--- config.mk ---
export PLATFORM = sky130hd
export DESIGN_NAME = vstore_exec
export DESIGN_NICKNAME = d
export VERILOG_FILES = /design/src/rtl/vstore_pkg.sv /design/src/rtl/vstore_decode.sv /design/src/rtl/vstore_agu.sv /design/src/rtl/vstore_seq.sv /design/src/rtl/vstore_exec.sv
export SDC_FILE = /design/constraint.sdc
export NUM_CORES = 1
export LEC_CHECK = 0
export BUFFER_PORTS_ARGS = -buffer_cell sky130_fd_sc_hd__buf_2
export CAP_MARGIN = 20
export CORE_AREA = 2 2 176 178
export CTS_CLUSTER_DIAMETER = 80
export DETAILED_ROUTE_END_ITERATION = 12
export DIE_AREA = 0 0 178 180
export GPL_ROUTABILITY_DRIVEN = 0
export MAX_ROUTING_LAYER = met4
export PLACE_DENSITY = 0.67
export SETUP_SLACK_MARGIN = 0.5
export SLEW_MARGIN = 20
export SYNTH_ARGS = -nofsm -noshare
export SYNTH_HDL_FRONTEND = slang
export SYNTH_SLANG_ARGS = --single-unit
--- constraint.sdc ---
create_clock -name clk -period 5.4 [get_ports clk]
set_input_delay 0 -clock clk [delete_from_list [all_inputs] [get_ports clk]]
set_output_delay 0 -clock clk [all_outputs]
set_load 0.03 [all_outputs]
--- src/rtl/vstore_pkg.sv ---
package vstore_pkg;

    localparam int INSTR_W     = 32;
    localparam int GPR_W       = 64;
    localparam int ADDR_W      = 32;
    localparam int VEC_BYTES   = 16;
    localparam int VEC_W       = VEC_BYTES * 8;
    localparam int LANE_SEL_W  = $clog2(VEC_BYTES);
    localparam int VREG_IDX_W  = 7;
    localparam int GREG_IDX_W  = 5;
    localparam int PC_STEP     = 4;

    localparam logic [5:0] OPC_BASIC = 6'd31;
    localparam logic [9:0] XO_BASIC  = 10'd487;
    localparam logic [5:0] OPC_WIDE  = 6'd4;
    localparam logic [6:0] XO_WIDE   = 7'd60;

    typedef enum logic [1:0] {
        FMT_NONE,
        FMT_BASIC,
        FMT_WIDE
    } fmt_e;

    typedef struct packed {
        fmt_e                    fmt;
        logic [VREG_IDX_W-1:0]   vsrc;
        logic [GREG_IDX_W-1:0]   ra;
        logic [GREG_IDX_W-1:0]   rb;
    } dec_t;

    typedef enum logic [1:0] {
        ST_IDLE,
        ST_READ,
        ST_WRITE,
        ST_DONE
    } state_e;

    // Big-endian bit k of the word sits at w[31-k].
    function automatic dec_t decode_word(input logic [INSTR_W-1:0] w);
        dec_t d;
        d.fmt  = FMT_NONE;
        d.vsrc = {2'b00, w[25:21]};
        d.ra   = w[20:16];
        d.rb   = w[15:11];
        if (w[31:26] == OPC_BASIC && w[10:1] == XO_BASIC) begin
            d.fmt = FMT_BASIC;
        end else if (w[31:26] == OPC_WIDE && w[10:4] == XO_WIDE) begin
            d.fmt  = FMT_WIDE;
            d.vsrc = {w[3:2], w[25:21]};
        end
        return d;
    endfunction

    function automatic logic [ADDR_W-1:0] aligned_ea(
        input logic [GPR_W-1:0] base,
        input logic [GPR_W-1:0] off
    );
        logic [GPR_W-1:0] sum;
        sum = base + off;
        return ADDR_W'(sum) & ~ADDR_W'(VEC_BYTES - 1);
    endfunction

endpackage

--- src/rtl/vstore_decode.sv ---
module vstore_decode
    import vstore_pkg::*;
(
    input  logic [INSTR_W-1:0] instr_i,
    output dec_t               dec_o,
    output logic               legal_o
);
    always_comb begin
        dec_o   = decode_word(instr_i);
        legal_o = (dec_o.fmt != FMT_NONE);
    end
endmodule

--- src/rtl/vstore_agu.sv ---
module vstore_agu
    import vstore_pkg::*;
#(
    parameter int AW   = ADDR_W,
    parameter int DW   = GPR_W,
    parameter int IW   = GREG_IDX_W,
    parameter int GRAN = VEC_BYTES
) (
    input  logic [IW-1:0] ra_idx_i,
    input  logic [DW-1:0] base_i,
    input  logic [DW-1:0] off_i,
    input  logic          resv_en_i,
    input  logic          resv_valid_i,
    input  logic [AW-1:0] resv_addr_i,
    output logic [AW-1:0] ea_o,
    output logic          hit_o
);
    localparam logic [AW-1:0] GRAN_MASK = ~AW'(GRAN - 1);

    logic [DW-1:0] base_eff;

    always_comb begin
        base_eff = (ra_idx_i == '0) ? '0 : base_i;
        ea_o     = aligned_ea(base_eff, off_i);
        hit_o    = resv_en_i && resv_valid_i &&
                   ((resv_addr_i & GRAN_MASK) == ea_o);
    end
endmodule

--- src/rtl/vstore_seq.sv ---
module vstore_seq
    import vstore_pkg::*;
#(
    parameter int NBYTES = VEC_BYTES,
    localparam int CW    = $clog2(NBYTES)
) (
    input  logic          clk,
    input  logic          rst,
    input  logic          start_i,
    input  logic          legal_i,
    output logic          accept_o,
    output logic          ready_o,
    output logic          rd_phase_o,
    output logic          wr_phase_o,
    output logic          done_o,
    output logic          illegal_o,
    output logic [CW-1:0] cnt_o
);
    localparam logic [CW-1:0] LAST = CW'(NBYTES - 1);

    state_e        state_q;
    logic [CW-1:0] cnt_q;
    logic          illegal_q;

    always_comb begin
        ready_o    = (state_q == ST_IDLE);
        accept_o   = ready_o && start_i && legal_i;
        rd_phase_o = (state_q == ST_READ);
        wr_phase_o = (state_q == ST_WRITE);
        done_o     = (state_q == ST_DONE);
        illegal_o  = illegal_q;
        cnt_o      = cnt_q;
    end

    always_ff @(posedge clk) begin
        if (rst) begin
            state_q   <= ST_IDLE;
            cnt_q     <= '0;
            illegal_q <= 1'b0;
        end else begin
            illegal_q <= 1'b0;
            case (state_q)
                ST_IDLE: begin
                    if (start_i) begin
                        if (legal_i) state_q   <= ST_READ;
                        else         illegal_q <= 1'b1;
                    end
                end
                ST_READ: begin
                    cnt_q   <= '0;
                    state_q <= ST_WRITE;
                end
                ST_WRITE: begin
                    cnt_q <= cnt_q + 1'b1;
                    if (cnt_q == LAST) state_q <= ST_DONE;
                end
                default: state_q <= ST_IDLE;
            endcase
        end
    end
endmodule

--- src/rtl/vstore_exec.sv ---
module vstore_exec
    import vstore_pkg::*;
(
    input  logic                  clk,
    input  logic                  rst,
    input  logic                  start_i,
    input  logic [INSTR_W-1:0]    instr_i,
    input  logic [ADDR_W-1:0]     pc_i,
    output logic                  ready_o,
    output logic                  busy_o,
    output logic                  illegal_o,
    output logic [VREG_IDX_W-1:0] vrf_idx_o,
    input  logic [VEC_W-1:0]      vrf_data_i,
    output logic [GREG_IDX_W-1:0] gpr_a_idx_o,
    input  logic [GPR_W-1:0]      gpr_a_data_i,
    output logic [GREG_IDX_W-1:0] gpr_b_idx_o,
    input  logic [GPR_W-1:0]      gpr_b_data_i,
    input  logic                  resv_en_i,
    input  logic                  resv_valid_i,
    input  logic [ADDR_W-1:0]     resv_addr_i,
    output logic                  resv_kill_o,
    output logic                  mem_we_o,
    output logic [ADDR_W-1:0]     mem_addr_o,
    output logic [7:0]            mem_wdata_o,
    output logic                  done_o,
    output logic [ADDR_W-1:0]     next_pc_o
);
    dec_t                   dec;
    logic                   legal;
    logic                   accept;
    logic                   rd_phase;
    logic                   wr_phase;
    logic [LANE_SEL_W-1:0]  cnt;
    logic [ADDR_W-1:0]      ea;
    logic                   hit;

    logic [VREG_IDX_W-1:0]  vsrc_q;
    logic [GREG_IDX_W-1:0]  ra_q;
    logic [GREG_IDX_W-1:0]  rb_q;
    logic [ADDR_W-1:0]      pc_q;
    logic [ADDR_W-1:0]      ea_q;
    logic [VEC_W-1:0]       vec_q;

    vstore_decode u_decode (
        .instr_i (instr_i),
        .dec_o   (dec),
        .legal_o (legal)
    );

    vstore_seq #(.NBYTES(VEC_BYTES)) u_seq (
        .clk        (clk),
        .rst        (rst),
        .start_i    (start_i),
        .legal_i    (legal),
        .accept_o   (accept),
        .ready_o    (ready_o),
        .rd_phase_o (rd_phase),
        .wr_phase_o (wr_phase),
        .done_o     (done_o),
        .illegal_o  (illegal_o),
        .cnt_o      (cnt)
    );

    vstore_agu u_agu (
        .ra_idx_i     (ra_q),
        .base_i       (gpr_a_data_i),
        .off_i        (gpr_b_data_i),
        .resv_en_i    (resv_en_i),
        .resv_valid_i (resv_valid_i),
        .resv_addr_i  (resv_addr_i),
        .ea_o         (ea),
        .hit_o        (hit)
    );

    always_ff @(posedge clk) begin
        if (rst) begin
            vsrc_q <= '0;
            ra_q   <= '0;
            rb_q   <= '0;
            pc_q   <= '0;
            ea_q   <= '0;
            vec_q  <= '0;
        end else begin
            if (accept) begin
                vsrc_q <= dec.vsrc;
                ra_q   <= dec.ra;
                rb_q   <= dec.rb;
                pc_q   <= pc_i;
            end
            if (rd_phase) begin
                ea_q  <= ea;
                vec_q <= vrf_data_i;
            end else if (wr_phase) begin
                vec_q <= vec_q << 8;
            end
        end
    end

    always_comb begin
        vrf_idx_o   = vsrc_q;
        gpr_a_idx_o = ra_q;
        gpr_b_idx_o = rb_q;
        resv_kill_o = rd_phase && hit;
        busy_o      = wr_phase;
        mem_we_o    = wr_phase;
        mem_addr_o  = {ea_q[ADDR_W-1:LANE_SEL_W], cnt};
        mem_wdata_o = vec_q[VEC_W-1 -: 8];
        next_pc_o   = pc_q + ADDR_W'(PC_STEP);
    end
endmodule

# [Yosys cells after proc, flatten, opt, wreduce, memory -nomap -nowiden]
# Index checks and enable logic that the tools add are counted.
[totals] mem_bits_rw=0 in_bits=357 out_inout_bits=95 reg_bits=212 memories=0 romBits=0 latch_bits=0
[op_classes] reduce_logical=13 n_bitwise=2 order_cmp=0 eq_ne=12 multipliers=0 muxes=12 addsub=3 n_shift=0 div_mod_pow=0
[ops] operator="2-to-1 mux 128 bit" n=2
[ops] operator="adder 32 x 3 -> 32 bit (second input constant)" n=1
[ops] operator="adder 32 bit" n=1
[ops] operator="2-to-1 mux 32 bit" n=1
[ops] operator="equality test 28 bit" n=1
[ops] operator="equality test 10 x 9 -> 1 bit (second input constant)" n=1
[ops] operator="2-to-1 mux 9 bit" n=1
[ops] operator="2-to-1 mux 2 bit" n=4
[ops] operator="case mux 4 bit (2 select lines)" n=1
[ops] operator="equality test 7 x 6 -> 1 bit (second input constant)" n=1
[ops] operator="logical AND 1 bit" n=7
[ops] operator="2-to-1 mux 7 bit" n=1
[ops] operator="equality test 6 x 3 -> 1 bit (second input constant)" n=1
[ops] operator="equality test 6 x 5 -> 1 bit (second input constant)" n=1
[ops] operator="case mux 2 bit (3 select lines)" n=1
[ops] operator="zero test 5 bit" n=1
[ops] operator="adder 4 x 1 -> 4 bit (second input constant)" n=1
[ops] operator="equality test 2 bit (second input constant)" n=2
[ops] operator="equality test 4 bit (second input constant)" n=1
[ops] operator="!= test 2 x 1 -> 1 bit (second input constant)" n=2
[ops] operator="nonzero test 2 bit" n=2
[ops] operator="AND reduction 3 bit" n=1
[ops] operator="OR reduction 3 bit" n=1
[ops] operator="equality test 2 x 1 -> 1 bit (second input constant)" n=1
[ops] operator="other kinds (4)" n=5

# [Logic depth before layout (Yosys ltp)]
[logic_depth] word_depth=8 depth_mapped=16 depth_no_buf=14

# [Modules after synthesis]
# Synthesis repeated with hierarchy kept, for this count alone.
[hier_totals] cells_unflattened=1469 area_unflattened_um2=12127.9
[modules_own_cells] mod="vstore_exec" n_inst=1 seq_area_each_um2=4103.9 area_each_um2=9038.7 cells_each=1036
[modules_own_cells] mod="vstore_agu" n_inst=1 seq_area_each_um2=0.0 area_each_um2=2489.9 cells_each=359
[modules_own_cells] mod="vstore_seq" n_inst=1 seq_area_each_um2=140.1 area_each_um2=401.6 cells_each=45
[modules_own_cells] mod="vstore_decode" n_inst=1 seq_area_each_um2=0.0 area_each_um2=197.7 cells_each=29

# [Worst setup path after synthesis]
# Ideal clock, no wire load.
[synth_path] kind="register to output" start="reg ra_q[4] (netlist: gpr_a_idx_o[4])" end="out resv_kill_o" slack_ps=925 t_arrival_ps=4475 required_ps=5400 path_buffers=2 path_stages_with_launch=17 cell_sequence="dfxtp_1 > nor3_4 > nand2_1 > clkbuf_1 > and2_1 > ha_1 > buf_2 > nand4_1 > a221oi_2 > a31oi_4 > o211ai_2 > nor2_4 > o21ai_1 > xor3_1 > or4b_1 > or4_1 > nor4_2"
[synth_between] elab_chain_cells=6
[synth_rtl] item="from (decl)" line_no="vstore_exec.sv:38" source="logic [GREG_IDX_W-1:0] ra_q;"
[synth_rtl] item="from (signal assigned)" line_no="vstore_exec.sv:86" source="ra_q <= dec.ra;"
[synth_rtl] item="zero test 5 bit" line_no="vstore_agu.sv:23" source="base_eff = (ra_idx_i == '0) ? '0 : base_i;"
[synth_rtl] item="2-to-1 mux 32 bit" line_no="vstore_agu.sv:23"
[synth_rtl] item="adder 32 bit" line_no="vstore_pkg.sv:59" source="sum = base + off;"
[synth_rtl] item="equality test 28 bit" line_no="vstore_agu.sv:26" source="((resv_addr_i & GRAN_MASK) == ea_o);"
[synth_rtl] item="logical AND 1 bit" line_no="vstore_agu.sv:25" source="hit_o = resv_en_i && resv_valid_i &&"
[synth_rtl] item="logical AND 1 bit" line_no="vstore_exec.sv:103" source="resv_kill_o = rd_phase && hit;"
[synth_rtl] item="to (decl)" line_no="vstore_exec.sv:21" source="output logic resv_kill_o,"
# No other way between the ends.

# [Final worst setup path]
# Same ends and word-level chain as after synthesis.

==> flow_summary_export.csv <==
group,metric,value,unit
run_status,status,"completed",
placed_design,port_buffers,382,
placed_design,preCtsSetupSlack,0.773,ns
sta,period_minus_slack,4.69,ns
yosys,synth.most_common_cell,"dfxtp_1",
clock_tree,path_clk_slew,0.06,ns
min_path,hp-class,"primary input to flip-flop",
floorplanning,io_pins,452,
sta,rsz0062_at_grt,"false",
yosys,synth_flop_cell,"dfxtp_1",
power_and_ir_drop,power.density,359,nW/um^2
power_and_ir_drop,peakVddDrop,0.000277,V
worst_setup_path,crit_fanout,31,
detailed_routing,via_per_inst,5.22,
worst_setup_path,r2r-end,"vec_q[65]$_SDFFE_PP0P_",
min_path,holdCritStartpoint,"instr_i[26]",
yosys,yosysTopAreaCell,"dfxtp_1",
global_route,top_usage_layer,"met2",
floorplanning,start_util,39.4,%
global_route,grt_start_max_net_pins,109,
yosys,syn_inst,1408,
power_and_ir_drop,p_leak,6.52,nW
yosys,synthesis.nets,1801,
global_route,grt-ovfl-total,0,
clock_tree,htree_levels,1,
sta,finalCritPeriodShare,86.9,%
sta,worst_hold_slack,0.0287,ns
yosys,synth_seq_cells,212,
yosys,synthTopCellsByCount,"dfxtp_1, nor2_1, mux2i_1",
global_route,grt_pass1_wl,60200,um
sta,slew_viol_final,0,
floorplanning,die_width,178,um
sta,maxSlewHeadroom,28.6,%
detailed_routing,wl,39700,um
clock_tree,cts_sinks,212,
worst_setup_path,reg2regPathDepth,7,
global_route,met2_usage,40.8,%
layout,nNetsFinal,2301,
detailed_routing,drc,0,
yosys,synth_top_cell_area_share,35.7,%
min_path,hold_depth,4,
layout,syn_to_final_growth,43.0,%
sta,worst_slew_pin_slew,1.07,ns
clock_tree,cts_tree,"built",
run,maxCapViolations,0,
yosys,ys_types,67,
yosys,synth_area,11900,sq um
global_route,grt_use_met3,3.49,%
floorplanning,die_h,180,um
yosys,synth-seq-area-share,35.7,%
global_route,grt_pass1_vias,11970,
sta,tns,0,ns
clock_tree,clkLatencyLatePin,0.54,ns
clock_tree,root_buffer,"clkbuf_16",
clock_tree,clk_path_buf_depth,3,
global_route,grtUsageMet1,28.3,%
floorplanning,rows,64,
floorplanning,die_area,32000,sq um
sta,report.final.setup_viol,0,
worst_setup_path,worst_setup_path_end_kind,"output pin",
floorplanning,core-area,30200,sq um
detailed_routing,ant_nets,0,
worst_setup_path,crit_required,5.40,ns
yosys,synth_edf_count,0,
detailed_routing,drtIter0Drc,663,
worst_setup_path,r2r_slack,1.72,ns
yosys,async_flop_share,0,%
sta,clock_skew,0.0118,ns
detailed_routing,first_pass_iters,5,
detailed_routing,vias,12149,
worst_setup_path,worstSetupPathType,"flip-flop to output pin",
yosys,yosysWarnings,0,
yosys,syn_area_per_cell,8.45,sq um
placed_design,hpwl,26200,um
global_route,track_usage,23.9,%
clock_tree,numCtsBuffers,25,
detailed_routing,wire_per_inst,17.1,um
sta,fmax,213,MHz
sta,hold_violations,0,
yosys,yosys-top-cells-area,"dfxtp_1, mux2i_1, a211oi_1",
worst_setup_path,critPathLaunchType,"flip-flop",
global_route,grt_antenna_before_repair,3,
worst_setup_path,r2r-start,"u_seq.state_q[1]$_SDFFE_PP0P_",
layout,drive_gt1_share,26.4,%
worst_setup_path,worstPathArrival,4.69,ns
sta,setup_slack,0.706,ns
min_path,min_to,"u_seq.illegal_o$_SDFF_PP0_",
==> worst max-delay path, cell delays in order, from the launching register on <==
cell      delay [ns]
dfxtp_1         0.34
nor3_4          0.22
nand2_2         0.09
buf_12          0.16
and2_1          0.19
ha_4            0.31
nand4_1         0.16
a221oi_4        0.25
buf_4           0.18
a31oi_4         0.13
o211ai_4        0.30
buf_6           0.15
mux2i_1         0.17
nor2_1          0.05
nor3_1          0.18
or4b_4          0.47
or4_4           0.44
nor4_2          0.15
buf_4           0.20
==> registers in the layout, summed over array words and instances, names as in the netlist <==
register,count
u_seq.state_q,2
vrf_idx_o,7
vec_q,128
gpr_b_idx_o,5
gpr_a_idx_o,5
u_seq.illegal_o,1
pc_q,32
u_seq.cnt_o,4
ea_q,28
==> logic make-up after synthesis <==
logic type / after synthesis / synth area share [%]
AND/OR/NAND/NOR: 495 / 19.4
multiplexers: 147 / 12.4
flip-flops: 212 / 35.7
XOR/XNOR: 85 / 6.99
adder cells (fa/ha/maj): 36 / 3.79
buffers and inverters: 125 / 4.49
AO/OA/AOI/OAI: 308 / 17.3
==> worst max path at each step <==
stage             endpoint  slack (ns)                         from  cells after the start
2_1_floorplan  resv_kill_o        0.93  gpr_a_idx_o[4]$_SDFFE_PP0P_                     16
3_3_place_gp   resv_kill_o        0.76  gpr_a_idx_o[4]$_SDFFE_PP0P_                     16
3_5_place_dp   resv_kill_o        0.77  gpr_a_idx_o[4]$_SDFFE_PP0P_                     16
4_1_cts        resv_kill_o        0.51  gpr_a_idx_o[1]$_SDFFE_PP0P_                     16
5_1_grt        resv_kill_o        0.53  gpr_a_idx_o[4]$_SDFFE_PP0P_                     16
6_report       resv_kill_o        0.71  gpr_a_idx_o[4]$_SDFFE_PP0P_                     18
==> cell type report <==
cell class              instances  area (sq um)
fillers                      2573         13200
clock buffers                  27           653
diodes                          3          7.51
inverters                      13          48.8
repair buffers                585          3930
flip-flops and latches        212          4240
clock inverters                19           230
multi-input cells            1071          7400
well taps                     396           495
==> metrics by stage <==
step,total power [W],instance area (sq um),util (%),instances
3_3_place_gp,0.00410,13900,46.1,2083
6_report,0.00610,17000,56.3,2326
5_1_grt,0.00648,17000,56.3,2326
4_1_cts,0.00610,16700,55.4,2315
3_5_place_dp,0.00415,13900,46.1,2083
2_1_floorplan,0.00367,11900,-,1408
==> routing by layer <==
metal | part of all wire, % | wire length, um | vias up
met3 | 6.3 | 2520 | 86
met5 | 0 | 0 | -
met4 | 3.3 | 1290 | 0
met1 | 42 | 16600 | 5589
met2 | 49 | 19300 | 464
li1 | - | - | 6010
==> where the power goes <==
part | leakage [nW] | switching [W] | internal (W)
combinational | 4.38 | 0.00119 | 0.000918
sequential | 1.71 | 0.000228 | 0.00196
clock | 0.425 | 0.000735 | 0.00108
total | 6.52 | 0.00215 | 0.00395
==> cell usage in the layout, fill, tap and decap left out, drive strengths merged, types with 3 or more instances in the layout <==
cell and count:
a31oi 3, and4 5, and4b 3, dfxtp 212
nand3 29, xnor3 3, o21ai 32, xnor2 52
nand2b 4, clkinvlp 5, inv 14, dlygate4sd3 182
clkinv 9, nor2b 13, and2 38, buf 403
and3 10, nand2 142, ha 36, nor2 189
diode 3, o21a 12, o31ai 5, bufinv 4
a211oi 128, a21oi 98, mux2i 147, nor4 6
a21o 4, xor2 27, nor3 20, clkbuf 27
o211ai 9, nor3b 3, nand4 21, xor3 3
==> repair_timing <==
item,4_1_cts,5_1_grt
setup endpoints to repair,1,1
pin swaps,6,15
endpoints found under the hold margin,181,0
buffers inserted,4,8
hold buffers,182,0
gates resized for setup,18,40
No activity file was read; power rests on OpenSTA's default activity.
